[config.mk]
export PLATFORM = sky130hd
export DESIGN_NAME = vprio_ctrl
export DESIGN_NICKNAME = d
export VERILOG_FILES = /design/src/rtl/vprio_pkg.sv /design/src/rtl/vprio_top_bit.sv /design/src/rtl/vprio_ppr.sv /design/src/rtl/vprio_ctrl.sv
export SDC_FILE = /design/constraint.sdc
export NUM_CORES = 2
export LEC_CHECK = 0
export BUFFER_PORTS_ARGS = -buffer_cell sky130_fd_sc_hd__clkbuf_2
export CORE_UTILIZATION = 35
export CTS_CLUSTER_DIAMETER = 120
export CTS_CLUSTER_SIZE = 24
export DETAILED_ROUTE_END_ITERATION = 7
export PLACE_DENSITY_LB_ADDON = 0.08
export SYNTH_ARGS = -nofsm -noshare
export SYNTH_HDL_FRONTEND = slang
export SYNTH_SLANG_ARGS = --single-unit
[constraint.sdc]
create_clock -name clk -period 11.5 [get_ports clk]
set_input_delay 0.575 -clock clk [delete_from_list [all_inputs] [get_ports clk]]
set_output_delay 0.575 -clock clk [all_outputs]
set_load 0.1 [all_outputs]
[src/rtl/vprio_pkg.sv]
package vprio_pkg;
    // Targets selectable on the configuration write port.
    typedef enum logic {
        CFG_TASK_PRI = 1'b0,
        CFG_SPUR     = 1'b1
    } cfg_tgt_e;
endpackage

[src/rtl/vprio_top_bit.sv]
// Finds the highest set bit of a vector.
module vprio_top_bit #(
    parameter int W = 256,
    localparam int IW = $clog2(W)
) (
    input  logic [W-1:0]  bits_i,
    output logic          any_o,
    output logic [IW-1:0] idx_o
);
    always_comb begin
        any_o = 1'b0;
        idx_o = '0;
        for (int i = 0; i < W; i++) begin
            if (bits_i[i]) begin
                any_o = 1'b1;
                idx_o = IW'(i);
            end
        end
    end
endmodule

[src/rtl/vprio_ppr.sv]
// Combines the task priority with the top in-service class.
module vprio_ppr #(
    parameter int VEC_W = 8,
    parameter int CLS_W = 4
) (
    input  logic [VEC_W-1:0] tpr_i,
    input  logic             isr_any_i,
    input  logic [VEC_W-1:0] isr_top_i,
    output logic [VEC_W-1:0] ppr_o
);
    localparam int SUB_W = VEC_W - CLS_W;

    logic [CLS_W-1:0] isr_cls;

    always_comb begin
        isr_cls = isr_any_i ? isr_top_i[VEC_W-1 -: CLS_W] : '0;
        if (tpr_i[VEC_W-1 -: CLS_W] >= isr_cls)
            ppr_o = tpr_i;
        else
            ppr_o = {isr_cls, {SUB_W{1'b0}}};
    end
endmodule

[src/rtl/vprio_ctrl.sv]
module vprio_ctrl #(
    parameter int NUM_VEC = 256,
    parameter int CLS_W   = 4,
    parameter int CFG_W   = 16,
    parameter int CNT_W   = 16,
    localparam int VEC_W  = $clog2(NUM_VEC),
    localparam int SPUR_W = VEC_W + 1
) (
    input  logic             clk,
    input  logic             rst_n,
    input  logic             set_valid,
    input  logic [VEC_W-1:0] set_vec,
    input  logic             set_level,
    input  logic             cfg_we,
    input  logic             cfg_sel,
    input  logic [CFG_W-1:0] cfg_wdata,
    input  logic             eoi,
    input  logic             ack_req,
    output logic             irq_pend,
    output logic             ack_hit,
    output logic             ack_spur,
    output logic [VEC_W-1:0] ack_vec,
    output logic             ack_level,
    output logic [VEC_W-1:0] ppr,
    output logic [CNT_W-1:0] new_cnt
);
    import vprio_pkg::*;

    typedef struct packed {
        logic [NUM_VEC-1:0] req;
        logic [NUM_VEC-1:0] isr;
        logic [NUM_VEC-1:0] tmr;
        logic [VEC_W-1:0]   tpr;
        logic [SPUR_W-1:0]  svr;
        logic [CNT_W-1:0]   cnt;
    } state_t;

    localparam logic [SPUR_W-1:0] SVR_RST = {1'b0, {VEC_W{1'b1}}};

    state_t state_d, state_q;

    logic [NUM_VEC-1:0] set_mask;
    logic [NUM_VEC-1:0] merged_req;
    logic [NUM_VEC-1:0] merged_tmr;
    logic               mtop_any, rtop_any, itop_any;
    logic [VEC_W-1:0]   mtop_idx, rtop_idx, itop_idx;
    logic               sw_en;
    logic [VEC_W-1:0]   spur_code;
    logic               blocked;
    cfg_tgt_e           cfg_tgt;

    assign set_mask  = set_valid ? ({{(NUM_VEC-1){1'b0}}, 1'b1} << set_vec) : '0;
    assign sw_en     = state_q.svr[SPUR_W-1];
    assign spur_code = state_q.svr[VEC_W-1:0];
    assign cfg_tgt   = cfg_tgt_e'(cfg_sel);

    always_comb begin
        merged_req = state_q.req | set_mask;
        merged_tmr = set_level ? (state_q.tmr | set_mask) : (state_q.tmr & ~set_mask);
    end

    vprio_top_bit #(.W(NUM_VEC)) u_merged (
        .bits_i(merged_req), .any_o(mtop_any), .idx_o(mtop_idx));
    vprio_top_bit #(.W(NUM_VEC)) u_req (
        .bits_i(state_q.req), .any_o(rtop_any), .idx_o(rtop_idx));
    vprio_top_bit #(.W(NUM_VEC)) u_isr (
        .bits_i(state_q.isr), .any_o(itop_any), .idx_o(itop_idx));

    vprio_ppr #(.VEC_W(VEC_W), .CLS_W(CLS_W)) u_ppr (
        .tpr_i(state_q.tpr), .isr_any_i(itop_any), .isr_top_i(itop_idx), .ppr_o(ppr));

    // Pending follows registered state only.
    always_comb begin
        irq_pend = sw_en && rtop_any &&
                   ((ppr == '0) || (rtop_idx[VEC_W-1 -: CLS_W] > ppr[VEC_W-1 -: CLS_W]));
    end

    // Acknowledge decision, seeing a set from the same cycle.
    always_comb begin
        blocked   = (state_q.tpr != '0) && (mtop_idx <= state_q.tpr);
        ack_hit   = ack_req && sw_en && mtop_any && !blocked;
        ack_spur  = ack_req && sw_en && mtop_any && blocked;
        ack_vec   = ack_hit ? mtop_idx : (ack_spur ? spur_code : '0);
        ack_level = ack_hit && merged_tmr[mtop_idx];
    end

    always_comb begin
        state_d     = state_q;
        state_d.req = merged_req;
        state_d.tmr = set_valid ? merged_tmr : state_q.tmr;
        if (set_valid && !state_q.req[set_vec])
            state_d.cnt = state_q.cnt + 1'b1;
        if (eoi && itop_any)
            state_d.isr[itop_idx] = 1'b0;
        if (ack_hit) begin
            state_d.req[mtop_idx] = 1'b0;
            state_d.isr[mtop_idx] = 1'b1;
        end
        if (cfg_we) begin
            if (cfg_tgt == CFG_SPUR)
                state_d.svr = cfg_wdata[SPUR_W-1:0];
            else
                state_d.tpr = cfg_wdata[VEC_W-1:0];
        end
    end

    always_ff @(posedge clk) begin
        if (!rst_n) begin
            state_q.req <= '0;
            state_q.isr <= '0;
            state_q.tmr <= '0;
            state_q.tpr <= '0;
            state_q.svr <= SVR_RST;
            state_q.cnt <= '0;
        end else begin
            state_q <= state_d;
        end
    end

    assign new_cnt = state_q.cnt;
endmodule

==> run metrics <==
status=complete, no violations; area of the multi-input gates=0.0290 mm2; largest family of logic cells by synthesized area=simple AND/OR/NAND/NOR gates; Die H=369 um; # clock sinks=801; clock network latency to the later pin of the worst-skew pair=710 ps; final hold viol count=0; initial antenna violation count=16; Post-CTS Setup Bufs=0; RSZ-0062 raised after global routing=false; # resized after CTS=0; Yosys reg bits=801; Ys Warns=0; final setup TNS=0 ps; DRC Markers=0; I/O pin cnt=68; Initial Util=0.353; routed len/inst=36.4 um; vias post-DR=49.1k; FF-to-FF End=state_q[633]; pwr/cell area=122 mW/mm2; proportion of synthesized area in mux cells=0.0990; WHS Endpoint=spur_code[5]; period utilisation layout=0.792; Worst Path Max Fanout=35; GR Util All Layers=0.386; maximum clock frequency=0.110 GHz; DR pass1 iterations=7; crit end category=output pin; hold path startpoint=cfg_wdata[5]; Final min period=9110 ps; largest net degree at the start of global routing=161; most common cell after layout, fill and taps aside=dfxtp_1; setup violators final=0; fin nets=5732; worst-margin pin slew=1400 ps; Hold Path Stages=3; Final Non-Filler Cells=7476; Post-Syn Instances=5843; kind of critical path=in2out; # port buffers=60; R2R Setup Slk=4080 ps; CTS Buf Count=43; Vias per Instance=6.57; Final ANT Viol Nets=0; Final Wtd Congestion=1.06; xor and xnor area share after synthesis=0.00223; Post-Syn Area=0.0471 mm2; post-synthesis compound-gate area fraction=0.247; hold crit path type=in2reg; Die Width=369 um; Critical Path RT=10930 ps; Critical R2R Launch=state_q[634]; Peak VDD IR=0.116 mV; vias in the first global route=45.4k; CP most frequent cell=buf_4; HPWL after DPL=194000 um; Pleak=18.2 nW; FFs w/ async S/R, synth=0; count of different cell masters after synthesis=111; H-tree depth=2; total of fill cells in the finished design=14.2k; Post-Place Cells=7406; Syn Nets=5892; syn_area_per_cell=8.07 um2; Post-Route Skew=37.5 ps; Root Buffer=clkbuf_16; max_cap viols=0; DIE AREA=0.136 mm2; core footprint=0.133 mm2; area grow syn2layout=7.85%; Worst R2R Path Depth=23; Slew Viols, Final=0; cts hold-fix bufs=0; sequential element share of the synthesized area=0.340; Sequential cell area=0.0160 mm2; Max-slew headroom=0.0620; CTS tree=built; startpoint types=input port; Critical Path Max Stage Delay=700 ps; crit path max-delay cell type=o311ai_0; Post-Synth Simple-Gate Area=0.255; Adder-Cell Fraction of Synth Area=0.00451; drt total wl=272000 um; Worst Path Arrival=8540 ps; EDFF count, synth=0; most frequent cells in the layout=dfxtp_1, nand2_1, nor2_1, o21ai_0, a21oi_1; Max Buffers Root-to-Sink=3; ys flop type=dfxtp_1; Congestion Overflow GR=0; num rows=134; share of layout cells above drive strength 1=0.100; Clock transition at path regs=110 ps; post-route total power=6.21 mW; Starting DRT DRC Count=6971; crit-path cells=clkbuf_2 -> nor2b_2 -> buf_4 -> a311oi_1 -> o311ai_0 -> nand4_1 -> a2111o_1 -> nor3_1 -> nand3_1 -> and3_4 -> inv_2 -> buf_4 -> buf_4 -> nor3_2 -> buf_4 -> nand2_1 -> o221ai_1 -> a2111o_1 -> o31ai_1 -> a21oi_1 -> a211oi_2 -> and4b_1 -> clkbuf_2; first-pass GRT wire length=373000 um
==> layer usage <==
metal  wire length, um  part of all wire  vias up  track usage
met5                20          0.000073        -            0
met4             18200             0.067        2        0.219
met3             25300             0.093      614       0.0731
met2            113000              0.42     2799        0.568
met1            115000              0.42    24454        0.526
li1                  -                 -    21242            -
==> area by class of cell <==
type,instances,area share
clock inverter,13,0.00345
clock buffer,47,0.0221
sequential,801,0.315
inverter,91,0.00672
timing repair buffer,264,0.0379
multi-input combinational,4482,0.570
tap,1768,0.0435
antenna,10,0.000492
==> logic make-up after synthesis <==
group,after synthesis
compound gates,1768
simple gates,2328
flops,801
buf+inv,560
xor+xnor,12
mux,357
fa+ha+maj,17
==> synthesized netlist by cell type (all sizes together), types with 13 or more instances <==
library cell / number / area (um2)
clkbuf: 276 / 1040
mux2i: 249 / 2490
o31ai: 75 / 563
dfxtp: 801 / 16000
buf: 193 / 1090
nand2b: 34 / 213
nor4: 143 / 910
o211ai: 41 / 313
mux2: 23 / 259
nor2: 570 / 2160
a221oi: 19 / 166
o311ai: 25 / 219
o21ai: 496 / 2490
nor2b: 267 / 1670
a2111oi: 33 / 292
nor3: 162 / 857
nand2: 606 / 2270
nand4: 39 / 244
inv: 91 / 342
or3: 26 / 163
a31oi: 119 / 744
o41ai: 22 / 193
a31o: 25 / 219
ha: 17 / 213
mux4: 85 / 1910
a21boi: 274 / 2060
a311oi: 44 / 385
nor3b: 13 / 108
nand4b: 14 / 123
and3b: 127 / 1110
a211oi: 63 / 483
a311o: 24 / 240
and3: 54 / 343
a21oi: 316 / 1590
or2: 18 / 113
and2: 41 / 256
a21o: 22 / 165
or4: 37 / 285
o2111ai: 24 / 210
nand3: 115 / 576
==> worst max-delay path, delay by kind of cell <==
family	cells	cell delay, ps
buffers and inverters	7	2770
AO/OA/AOI/OAI	8	2740
AND/OR/NAND/NOR	8	2330
==> sequential cells by signal, indices dropped and copies added, names as in the netlist <==
name and cells:
state_q 777, new_cnt 16, spur_code 8
==> report_power, final <==
group | switching [mW] | internal [mW] | total [mW]
combinational | 1.16 | 0.375 | 1.54
clock | 1.14 | 0.749 | 1.88
sequential | 0.00785 | 2.78 | 2.79
total | 2.31 | 3.90 | 6.21
==> how the worst max path moves through the flow <==
stage,from,endpoint,slack [ps],depth (start not counted)
floorplan,set_vec[6],ack_vec[0],3670,26
global placement,set_vec[7],ack_level,2690,20
detailed placement,set_vec[5],ack_level,2710,20
CTS,set_vec[5],ack_level,2690,20
global route,set_vec[5],ack_level,2360,28
finish,set_vec[7],ack_level,2390,23
==> stage by stage <==
stage	setup slack, ps	utilization	cell area [um2]	hold slack (ps)
3_3_place_gp	2690	0.371	49500	453
6_report	2390	0.381	50800	92.0
5_1_grt	2360	0.381	50800	88.4
3_5_place_dp	2710	0.371	49500	457
2_1_floorplan	3670	-	47100	440
4_1_cts	2690	0.381	50800	67.1
Power figures use the tool's default switching activity.
